## src/rtl/f2i_pkg.sv

```systemverilog
// Package: shared encodings for the float-to-integer store converter.
// Assumes: operand layout sign | biased exponent | explicit-integer significand.
package f2i_pkg;

    // Rounding mode encoding on the in_rmode pins.
    typedef enum logic [1:0] {
        RM_NEAREST = 2'b00,
        RM_DOWN    = 2'b01,
        RM_UP      = 2'b10,
        RM_ZERO    = 2'b11
    } rmode_e;

    // Destination width encoding; the last code aliases the widest format.
    typedef enum logic [1:0] {
        DW_16  = 2'b00,
        DW_32  = 2'b01,
        DW_64  = 2'b10,
        DW_64B = 2'b11
    } dwidth_e;

endpackage

```

## src/rtl/f2i_align.sv

```systemverilog
// Module: f2i_align
// Unpacks the operand and right-aligns the significand so that the integer
// part, the first discarded bit (round) and the OR of the rest (sticky) are
// separated. Flags operands that no destination width can hold (all-ones
// exponent, or magnitude of at least 2^SIG_W). Registers its outputs.
// Assumes: SIG_W equals the widest integer width; exponent bias 2^(EXP_W-1)-1.
module f2i_align #(
    parameter int EXP_W = 15,
    parameter int SIG_W = 64
) (
    input  logic                   clk,
    input  logic                   rst_n,
    input  logic                   i_vld,
    input  logic [EXP_W+SIG_W:0]   i_op,
    input  logic [1:0]             i_wsel,
    input  logic [1:0]             i_mode,
    output logic                   a_vld,
    output logic                   a_sign,
    output logic                   a_big,
    output logic [SIG_W-1:0]       a_mag,
    output logic                   a_rnd,
    output logic                   a_stk,
    output logic [1:0]             a_wsel,
    output logic [1:0]             a_mode
);
    localparam int BIAS  = (2 ** (EXP_W - 1)) - 1;
    localparam int UEXPW = EXP_W + 2;
    localparam int SH_W  = $clog2(SIG_W) + 1;

    logic [EXP_W-1:0]        exp_f;
    logic [SIG_W-1:0]        sig_f;
    logic                    sgn_f;
    logic signed [UEXPW-1:0] e_unb;
    logic [SH_W-1:0]         shamt;
    logic [2*SIG_W-1:0]      wide;
    logic                    big_c, rnd_c, stk_c;
    logic [SIG_W-1:0]        mag_c;

    // Field extraction and unbiased exponent.
    always_comb begin
        sgn_f = i_op[EXP_W+SIG_W];
        exp_f = i_op[SIG_W +: EXP_W];
        sig_f = i_op[SIG_W-1:0];
        e_unb = $signed({2'b00, exp_f}) - $signed(UEXPW'(BIAS));
    end

    // Alignment: split significand into integer part, round bit and sticky.
    always_comb begin
        big_c = 1'b0;
        mag_c = '0;
        rnd_c = 1'b0;
        stk_c = 1'b0;
        shamt = '0;
        wide  = '0;
        if ((&exp_f) || (e_unb >= $signed(UEXPW'(SIG_W)))) begin
            big_c = 1'b1;
        end else if (e_unb >= 0) begin
            shamt = SH_W'(SIG_W - 1) - SH_W'(e_unb);
            wide  = {sig_f, {SIG_W{1'b0}}} >> shamt;
            mag_c = wide[2*SIG_W-1:SIG_W];
            rnd_c = wide[SIG_W-1];
            stk_c = |wide[SIG_W-2:0];
        end else if (e_unb == -1) begin
            rnd_c = sig_f[SIG_W-1];
            stk_c = |sig_f[SIG_W-2:0];
        end else begin
            stk_c = |sig_f;
        end
    end

    // Stage register; strobe cleared by reset.
    always_ff @(posedge clk) begin
        if (!rst_n) begin
            a_vld <= 1'b0;
        end else begin
            a_vld <= i_vld;
        end
        a_sign <= sgn_f;
        a_big  <= big_c;
        a_mag  <= mag_c;
        a_rnd  <= rnd_c;
        a_stk  <= stk_c;
        a_wsel <= i_wsel;
        a_mode <= i_mode;
    end

    // an all-ones exponent must reach the next stage marked unrepresentable.
    p_special_big_r6: assert property (@(posedge clk) disable iff (!rst_n)
        (i_vld && (&i_op[SIG_W +: EXP_W])) |=> a_big);

endmodule

```

## src/rtl/f2i_round.sv

```systemverilog
// Module: f2i_round
// Applies the rounding increment for the selected mode, checks the rounded
// magnitude against every destination width in parallel, selects the width's
// result or its integer-indefinite pattern, and registers result and flags.
// Assumes: BASE_W << (NUM_W-1) <= INT_W; widths double from BASE_W upward.
module f2i_round #(
    parameter int INT_W  = 64,
    parameter int BASE_W = 16,
    parameter int NUM_W  = 3
) (
    input  logic             clk,
    input  logic             rst_n,
    input  logic             i_vld,
    input  logic             i_sign,
    input  logic             i_big,
    input  logic [INT_W-1:0] i_mag,
    input  logic             i_rnd,
    input  logic             i_stk,
    input  logic [1:0]       i_wsel,
    input  logic [1:0]       i_mode,
    output logic             o_vld,
    output logic [INT_W-1:0] o_int,
    output logic             o_inv,
    output logic             o_inx
);
    import f2i_pkg::*;

    localparam int IDX_W = (NUM_W > 1) ? $clog2(NUM_W) : 1;

    logic             inc;
    logic [INT_W:0]   mag_r;
    logic [NUM_W-1:0] ovf_w;
    logic [INT_W-1:0] indef_w [NUM_W];
    logic [IDX_W-1:0] idx;
    logic             inv_c;
    logic [INT_W-1:0] res_c;

    // Rounding increment from mode, sign, round and sticky bits.
    always_comb begin
        unique case (rmode_e'(i_mode))
            RM_NEAREST: inc = i_rnd & (i_stk | i_mag[0]);
            RM_DOWN:    inc = i_sign & (i_rnd | i_stk);
            RM_UP:      inc = ~i_sign & (i_rnd | i_stk);
            default:    inc = 1'b0;
        endcase
        mag_r = {1'b0, i_mag} + {{INT_W{1'b0}}, inc};
    end

    // Per-width range limits and indefinite patterns.
    for (genvar g = 0; g < NUM_W; g++) begin : g_width
        localparam int WB = BASE_W << g;
        localparam logic [INT_W:0] LIM = (INT_W+1)'(1) << (WB - 1);
        assign ovf_w[g]   = i_sign ? (mag_r > LIM) : (mag_r >= LIM);
        assign indef_w[g] = {INT_W{1'b1}} << (WB - 1);
    end

    // Width index; codes beyond the last width alias the widest.
    always_comb begin
        if (int'(i_wsel) >= NUM_W) idx = IDX_W'(NUM_W - 1);
        else                       idx = IDX_W'(i_wsel);
    end

    // Result selection: indefinite on invalid, else signed rounded magnitude.
    always_comb begin
        inv_c = i_big | ovf_w[idx];
        if (inv_c)       res_c = indef_w[idx];
        else if (i_sign) res_c = -mag_r[INT_W-1:0];
        else             res_c = mag_r[INT_W-1:0];
    end

    // Output register; flags qualified by the strobe.
    always_ff @(posedge clk) begin
        if (!rst_n) begin
            o_vld <= 1'b0;
            o_inv <= 1'b0;
            o_inx <= 1'b0;
        end else begin
            o_vld <= i_vld;
            o_inv <= i_vld & inv_c;
            o_inx <= i_vld & ~inv_c & (i_rnd | i_stk);
        end
        o_int <= res_c;
    end

    // the two flags are never raised together.
    p_inexact_excl_r9: assert property (@(posedge clk) disable iff (!rst_n)
        !(o_inv && o_inx));

    // flags only accompany a result strobe.
    p_flags_need_vld_r11: assert property (@(posedge clk) disable iff (!rst_n)
        (o_inv || o_inx) |-> o_vld);

    // a valid 16-bit result is sign-extended through the upper bits.
    p_sext16_r10: assert property (@(posedge clk) disable iff (!rst_n)
        (i_vld && !inv_c && i_wsel == DW_16) |=>
        ($countones(o_int[INT_W-1:BASE_W-1]) == 0 ||
         $countones(o_int[INT_W-1:BASE_W-1]) == INT_W - BASE_W + 1));

    // an invalid result carries a negative pattern with zero low bits.
    p_indef_shape_r8: assert property (@(posedge clk) disable iff (!rst_n)
        o_inv |-> (o_int[INT_W-1] && o_int[BASE_W-2:0] == '0));

endmodule

```

## src/rtl/f2i_store_conv.sv

```systemverilog
// Module: f2i_store_conv (top)
// Two-stage float-to-integer converter: alignment stage, then rounding and
// range-check stage. Latency two edges, one operand per cycle.
// Assumes: significand width equals the widest integer width.
module f2i_store_conv #(
    parameter int EXP_W  = 15,
    parameter int SIG_W  = 64,
    parameter int BASE_W = 16,
    parameter int NUM_W  = 3
) (
    input  logic                 clk,
    input  logic                 rst_n,
    input  logic                 in_vld,
    input  logic [EXP_W+SIG_W:0] in_op,
    input  logic [1:0]           in_width,
    input  logic [1:0]           in_rmode,
    output logic                 out_vld,
    output logic [SIG_W-1:0]     out_int,
    output logic                 out_invalid,
    output logic                 out_inexact
);
    logic             a_vld, a_sign, a_big, a_rnd, a_stk;
    logic [SIG_W-1:0] a_mag;
    logic [1:0]       a_wsel, a_mode;

    f2i_align #(.EXP_W(EXP_W), .SIG_W(SIG_W)) u_align (
        .clk(clk), .rst_n(rst_n), .i_vld(in_vld), .i_op(in_op),
        .i_wsel(in_width), .i_mode(in_rmode),
        .a_vld(a_vld), .a_sign(a_sign), .a_big(a_big), .a_mag(a_mag),
        .a_rnd(a_rnd), .a_stk(a_stk), .a_wsel(a_wsel), .a_mode(a_mode)
    );

    f2i_round #(.INT_W(SIG_W), .BASE_W(BASE_W), .NUM_W(NUM_W)) u_round (
        .clk(clk), .rst_n(rst_n), .i_vld(a_vld), .i_sign(a_sign),
        .i_big(a_big), .i_mag(a_mag), .i_rnd(a_rnd), .i_stk(a_stk),
        .i_wsel(a_wsel), .i_mode(a_mode),
        .o_vld(out_vld), .o_int(out_int), .o_inv(out_invalid), .o_inx(out_inexact)
    );

    // the result strobe follows the internal stage strobe by one edge.
    p_latency_r1: assert property (@(posedge clk) disable iff (!rst_n)
        out_vld == $past(a_vld));

endmodule

```

## config.mk

```make
export PLATFORM = sky130hd
export DESIGN_NAME = f2i_store_conv
export DESIGN_NICKNAME = d
export VERILOG_FILES = /design/src/rtl/f2i_pkg.sv /design/src/rtl/f2i_align.sv /design/src/rtl/f2i_round.sv /design/src/rtl/f2i_store_conv.sv
export SDC_FILE = /design/constraint.sdc
export NUM_CORES = 1
export LEC_CHECK = 0
export BUFFER_PORTS_ARGS = -buffer_cell sky130_fd_sc_hd__buf_2
export CORE_ASPECT_RATIO = 1.1
export CORE_UTILIZATION = 55
export DETAILED_ROUTE_END_ITERATION = 6
export GPL_ROUTABILITY_DRIVEN = 0
export PLACE_DENSITY = 0.86
export SLEW_MARGIN = 0
export SYNTH_ARGS = -nofsm -noshare
export SYNTH_HDL_FRONTEND = slang
export SYNTH_SLANG_ARGS = --single-unit
```

## constraint.sdc

```tcl
create_clock -name clk -period 7.1 [get_ports clk]
set_input_delay 0.71 -clock clk [delete_from_list [all_inputs] [get_ports clk]]
set_output_delay 0.71 -clock clk [all_outputs]
set_load 0.005 [all_outputs]
```

; After elaboration in Yosys (flattened, before gate mapping)
; Cells that the tools add are included.
[word_totals]
regBits = 140
latch_bits = 0
ramBits = 0
mem_bits_ro = 0
in_bits = 87
out_inout_bits = 67
word_cells = 68
memories = 0
[op_classes]
add_sub_neg = 4
mul = 0
div = 0
order_cmp = 11
eq_ne = 3
shift = 1
mux = 17
n_bitwise = 13
reduce_logical = 7
[op_table]
columns = cell, n
row1 = 64-bit two-way mux, 4
row2 = 64-bit binary-select mux with 2-bit select, 1
row3 = 128-bit by 7-bit right shift with 128-bit output, 1
row4 = 63-bit OR reduction, 2
row5 = 64-bit by 1-bit adder with 65-bit output, 1
row6 = 65-bit by 16-bit >= comparator with 1-bit output (second input constant), 1
row7 = 65-bit by 32-bit >= comparator with 1-bit output (second input constant), 1
row8 = 65-bit by 64-bit >= comparator with 1-bit output (second input constant), 1
row9 = 65-bit by 16-bit > comparator with 1-bit output (second input constant), 1
row10 = 65-bit by 32-bit > comparator with 1-bit output (second input constant), 1
row11 = 65-bit by 64-bit > comparator with 1-bit output (second input constant), 1
row12 = 64-bit negation, 1
row13 = 64-bit OR reduction, 1
row14 = 16-bit by 1-bit equality test with 1-bit output (second input constant), 1
row15 = 16-bit by 1-bit >= comparator with 1-bit output (second input constant), 1
row16 = 16-bit by 8-bit >= comparator with 1-bit output (second input constant), 1
row17 = 15-bit by 14-bit subtractor with 16-bit output (second input constant), 1
row18 = 15-bit AND reduction, 1
row19 = 1-bit two-way mux, 9
row20 = 7-bit subtractor (first input constant), 1
row21 = 1-bit AND, 6
row22 = 3-bit >= comparator (second input constant), 1
row23 = 2-bit by 3-bit less-than comparator with 1-bit output (second input constant), 1
row24 = 1-bit NOT, 3
row25 = other kinds (11), 13

; Logic depth before layout (Yosys ltp)
[logic_depth]
depth_word = 12
depth_mapped = 23
depth_no_buf = 18

; Modules after synthesis
; From an unflattened synthesis, not the netlist that was laid out.
[unflattened]
cells_unflattened = 1776
hier_area_um2 = 14923.1
[by_module_without_submodules]
columns = mod, n_inst, cells_per_inst, area_each_um2, seq_area_each_um2
row1 = f2i_align, 1, 982, 8755.9, 1461.4
row2 = f2i_round, 1, 794, 6167.2, 1341.3

; Least setup slack after synthesis
; Ideal clock, no wire load.
[synth_path]
path_kind = input to register
start = input port in_op[64]
end = register u_align.a_stk
setup_ps = 120
t_arrival_ps = 6074
required_ps = 6980
slack_ps = 906
path_stages = 20
path_buffers = 8
cell_sequence = clkinv_1 -> buf_1 -> buf_2 -> clkbuf_1 -> clkbuf_1 -> ha_1 -> clkbuf_1 -> clkbuf_1 -> clkbuf_1 -> clkbuf_1 -> mux2i_1 -> nand2_1 -> a31oi_1 -> mux2i_1 -> mux2i_1 -> nand4_1 -> o311a_1 -> nor3_1 -> o21ai_0 -> o31a_1
[synth_via]
elab_chain_cells = 5
elab_cells_between_ends = 11
cone_classes = 2 x add/sub / 2 x order compare / 1 x eq/ne / 1 x shift / 2 x mux / 3 x reduce/logical
[synth_rtl]
columns = element, line
row1 = "start, declared", f2i_store_conv.sv:14  ; input logic [EXP_W+SIG_W:0] in_op,
row2 = 15-bit by 14-bit subtractor with 16-bit output, f2i_align.sv:44  ; e_unb = $signed({2'b00, exp_f}) - $signed(UEXPW'(BIAS));
row3 = 7-bit subtractor, f2i_align.sv:58  ; shamt = SH_W'(SIG_W - 1) - SH_W'(e_unb);
row4 = 128-bit by 7-bit right shift with 128-bit output, f2i_align.sv:59  ; wide = {sig_f, {SIG_W{1'b0}}} >> shamt;
row5 = 63-bit OR reduction, f2i_align.sv:62  ; stk_c = |wide[SIG_W-2:0];
row6 = 1-bit two-way mux, f2i_align.sv:57  ; end else if (e_unb >= 0) begin
row7 = "end signal, assigned", f2i_align.sv:82  ; a_stk <= stk_c;
row8 = "end, declared", f2i_align.sv:22  ; output logic a_stk,
; Several ways; a longest one is shown, not always the timed one.
; A chain may end at the register's enable or synchronous reset.

; Worst setup path after layout
[layout_path]
start = register u_align.a_mode[0]
end = register u_round.o_int[45]
[layout_via]
elab_chain_cells = 9
elab_cells_between_ends = 20
cone_classes = 2 x add/sub / 6 x order compare / 2 x eq/ne / 8 x mux / 1 x bitwise / 1 x reduce/logical
[layout_rtl]
columns = element, line
row1 = "start, declared", f2i_align.sv:24  ; output logic [1:0] a_mode
row2 = "start signal, assigned", f2i_align.sv:84  ; a_mode <= i_mode;
row3 = "2-bit equality test, or another cell as far along", f2i_round.sv:40  ; unique case (rmode_e'(i_mode))
row4 = 1-bit case mux with 3 select lines *, f2i_round.sv:40
row5 = 64-bit by 1-bit adder with 65-bit output *, f2i_round.sv:46  ; mag_r = {1'b0, i_mag} + {{INT_W{1'b0}}, inc};
row6 = "65-bit by 16-bit >= comparator with 1-bit output, or another cell as far along", f2i_round.sv:53  ; assign ovf_w[g] = i_sign ? (mag_r > LIM) : (mag_r >= LIM);
row7 = 1-bit two-way mux, f2i_round.sv:53
row8 = 1-bit binary-select mux with 2-bit select, f2i_round.sv:65  ; inv_c = i_big | ovf_w[idx];
row9 = 1-bit two-way mux (not written as such), f2i_round.sv:65
row10 = 1-bit OR, f2i_round.sv:65
row11 = 64-bit two-way mux *, f2i_round.sv:66  ; if (inv_c) res_c = indef_w[idx];
row12 = net u_round.res_c[45], f2i_round.sv:36  ; logic [INT_W-1:0] res_c;
row13 = "end signal, assigned", f2i_round.sv:82  ; o_int <= res_c;
row14 = "end, declared", f2i_round.sv:22  ; output logic [INT_W-1:0] o_int,
; Mark *: on every way through the listed nets, which the timed path passes. The rest lies on a longest branch. The select of a mux whose other input is x is not followed.

==> results.json <==
{
  "status": "complete, but fails checks",
  "violations": "design-rule violations",
  "ios": 154,
  "yosys_most_used_dff": "dfxtp_1",
  "synthCells": 1581,
  "antenna_found_initial": 1,
  "post_cts_buffers": 0,
  "vias": 13100,
  "synth_area_leaders": "dfxtp_1, mux4_2, mux2i_1, xnor2_1, nor2_1",
  "diodes": 0,
  "synthTopCellsByCount": "nor2_1, nand2_1, dfxtp_1",
  "synth_top_cell_by_area": "dfxtp_1",
  "syn_avg_cell_area_sq_um": 8.09,
  "tns_ns": 0,
  "hold_viol": 0,
  "cts_resized": 0,
  "wl_per_cell_um": 19.7,
  "p_per_area_nw_per_um2": 178,
  "fp-row-count": 58,
  "fin_crit_sh_pct": 83.5,
  "synth_top_area_share_pct": 21.9,
  "slew_headroom_pct": 27.7,
  "wl_um": 38700,
  "drive_gt1_share_pct": 21.9,
  "period_minus_slack_ns": 5.93,
  "cp-end-kind": "flip-flop",
  "arrival_ns": 6.19,
  "first_pass_iters": 7,
  "grt_max_degree": 66,
  "seq_area_sq_um": 2800,
  "drv_slew": 0,
  "yosysSeqAreaShare_pct": 21.9,
  "finalCoreUtilization_pct": 61.8,
  "final_area_sq_um": 14100,
  "cap_viol_max_count": 0,
  "r2r_slack_ns": 1.17,
  "port_buffers": 153,
  "ctsHoldBuffers": 0,
  "drt_iter0_drc": 1960,
  "criticalPathCategory": "reg2reg",
  "peakVddDrop_uv": 127,
  "initial_core_util_pct": 55.9,
  "p_leak_nw": 5.71,
  "synth_most_common_cell": "nor2_1",
  "yosys_warnings": 0,
  "finalPower_mw": 2.52,
  "fill_cells": 1890,
  "syn_to_final_growth_pct": 10.5,
  "max-clock-path-buffers": 2,
  "cp.required_ns": 7.36,
  "antenna_left": 0,
  "clkLatencyLatePin_ns": 0.43,
  "cts_root_buf": "clkbuf_16",
  "ys_ff_latch": 140,
  "tightest_slew_ns": 1.08,
  "path_clk_slew_ns": 0.07,
  "cts_made_buffers": 17,
  "syn-num-nets": 1676,
  "core_sq_um": 22900,
  "drc": 45,
  "nNetsFinal": 1744,
  "die_y_um": 162,
  "track_usage_pct": 32.3,
  "setup.worst_path.end": "u_round.o_int[45]$_DFF_P_",
  "grt_pass1_wl_um": 61900,
  "clock.fmax_mhz": 169,
  "critPathMaxFanout": 32,
  "cts_tree": "built",
  "yosysUniqueCellTypes": 91,
  "r2r_cells": 17,
  "h-tree-depth": 4,
  "timing.rr.start": "u_align.a_mode[0]$_DFF_P_",
  "chipWidth_um": 147,
  "async_flop_share_pct": 0,
  "dp_hpwl_um": 29300,
  "die_area_sq_um": 23900,
  "synth_edf_count": 0,
  "hp-class": "in2reg",
  "grt_pass1_vias": 11900,
  "dpl_cell_area_sq_um": 13600,
  "reg2reg_to": "u_round.o_int[45]$_DFF_P_",
  "viasPerCell": 6.66,
  "startpoint": "u_align.a_mode[0]$_DFF_P_",
  "cts_sinks": 140,
  "rsz0062_at_grt": "no",
  "skew_ns": 0.0134,
  "finalSetupViolCount": 0,
  "grt_overflow_total": 0,
  "holdWs_ns": 0.374,
  "multi_input_area_sq_um": 9440,
  "timing.critical_path.from_type": "flip-flop",
  "syn_area_sq_um": 12800
}
worst min-delay path by stage:
stage / from / end / slack [ns] / depth (start not counted)
after global routing: in_rmode[0] / u_align.a_mode[0]$_DFF_P_ / 0.37 / 1
after global placement: u_align.a_vld$_SDFF_PN0_ / u_round.o_vld$_SDFF_PN0_ / 0.46 / 1
after detailed placement: u_align.a_vld$_SDFF_PN0_ / u_round.o_vld$_SDFF_PN0_ / 0.48 / 1
final: in_rmode[0] / u_align.a_mode[0]$_DFF_P_ / 0.37 / 1
after CTS: in_rmode[1] / u_align.a_mode[1]$_DFF_P_ / 0.37 / 1
after floorplan: u_align.a_vld$_SDFF_PN0_ / u_round.o_vld$_SDFF_PN0_ / 0.44 / 1
worst max-delay path, stage by stage, from the launching register on:
cell	delay, ns
dfxtp_1	0.33
inv_1	0.06
ha_1	0.20
xor2_1	0.13
o211ai_1	0.10
a21oi_1	0.15
ha_1	0.29
ha_1	0.38
nand4_1	0.20
nor3_2	0.43
nand3_4	0.30
or4_1	0.63
xnor2_1	0.17
or4_4	0.51
or3b_4	0.44
o41ai_4	0.52
a31o_2	0.70
o21ai_1	0.19
registers in the layout, summed over array words and instances (netlist names), 2 cells and up:
name,cells
u_align.a_wsel,2
u_align.a_mag,64
u_align.a_mode,2
u_round.o_int,64
cells by family (layout without fill, tap and decap cells):
kind of cell	Yosys count	in the layout	share of synthesized area (%)
compound gates	312	312	16.1
fa+ha+maj	8	8	0.783
xor+xnor	133	133	9.11
mux	188	188	19.9
buf+inv	135	216	4.93
simple gates	665	665	27.2
flops	140	140	21.9
per-layer routing:
metal / global-route usage (%) / wire, um
met4: 20.2 / 2550
met3: 6.97 / 3830
met2: 51.1 / 17300
met5: 0 / 17
met1: 40.2 / 14900
cell usage in the layout (no fill, tap or decap), types with 23 or more instances in the layout:
master | Yosys | final
o21ai_0 | 74 | 74
a21oi_1 | 58 | 58
nand3_1 | 58 | 58
a31oi_1 | 23 | 23
mux2i_1 | 88 | 88
nor2_1 | 161 | 161
mux2_2 | 51 | 51
and3_1 | 23 | 23
nor3_1 | 38 | 38
dfxtp_1 | 140 | 139
o21ai_1 | 24 | 24
buf_2 | 26 | 153
mux4_2 | 48 | 48
nor4_1 | 40 | 40
and2_1 | 24 | 24
nand4_1 | 49 | 49
o31ai_1 | 34 | 34
nand2_1 | 158 | 158
xor2_1 | 48 | 45
xnor2_1 | 85 | 81
where the power goes:
group | leakage (nW) | total, mW | switching, mW | internal (mW)
logic | 4.29 | 0.834 | 0.516 | 0.318
clock network | 0.281 | 0.861 | 0.366 | 0.495
registers | 1.14 | 0.824 | 0.00883 | 0.815
through the flow:
stage	instances	worst slack, ns
6_report	1962	1.17
5_1_grt	1962	0.764
4_1_cts	1962	1.21
3_5_place_dp	1930	1.29
3_3_place_gp	1930	1.51
2_1_floorplan	1581	0.906
layout make-up:
cell class | instances | area share (%)
clock inverters | 15 | 1.09
repair buffers | 166 | 6.11
clock buffers | 17 | 3.01
inverters | 18 | 0.487
well taps | 300 | 2.66
flip-flops and latches | 140 | 19.8
multi-input cells | 1306 | 66.8
Note: power is estimated with default switching activity, not from simulation.
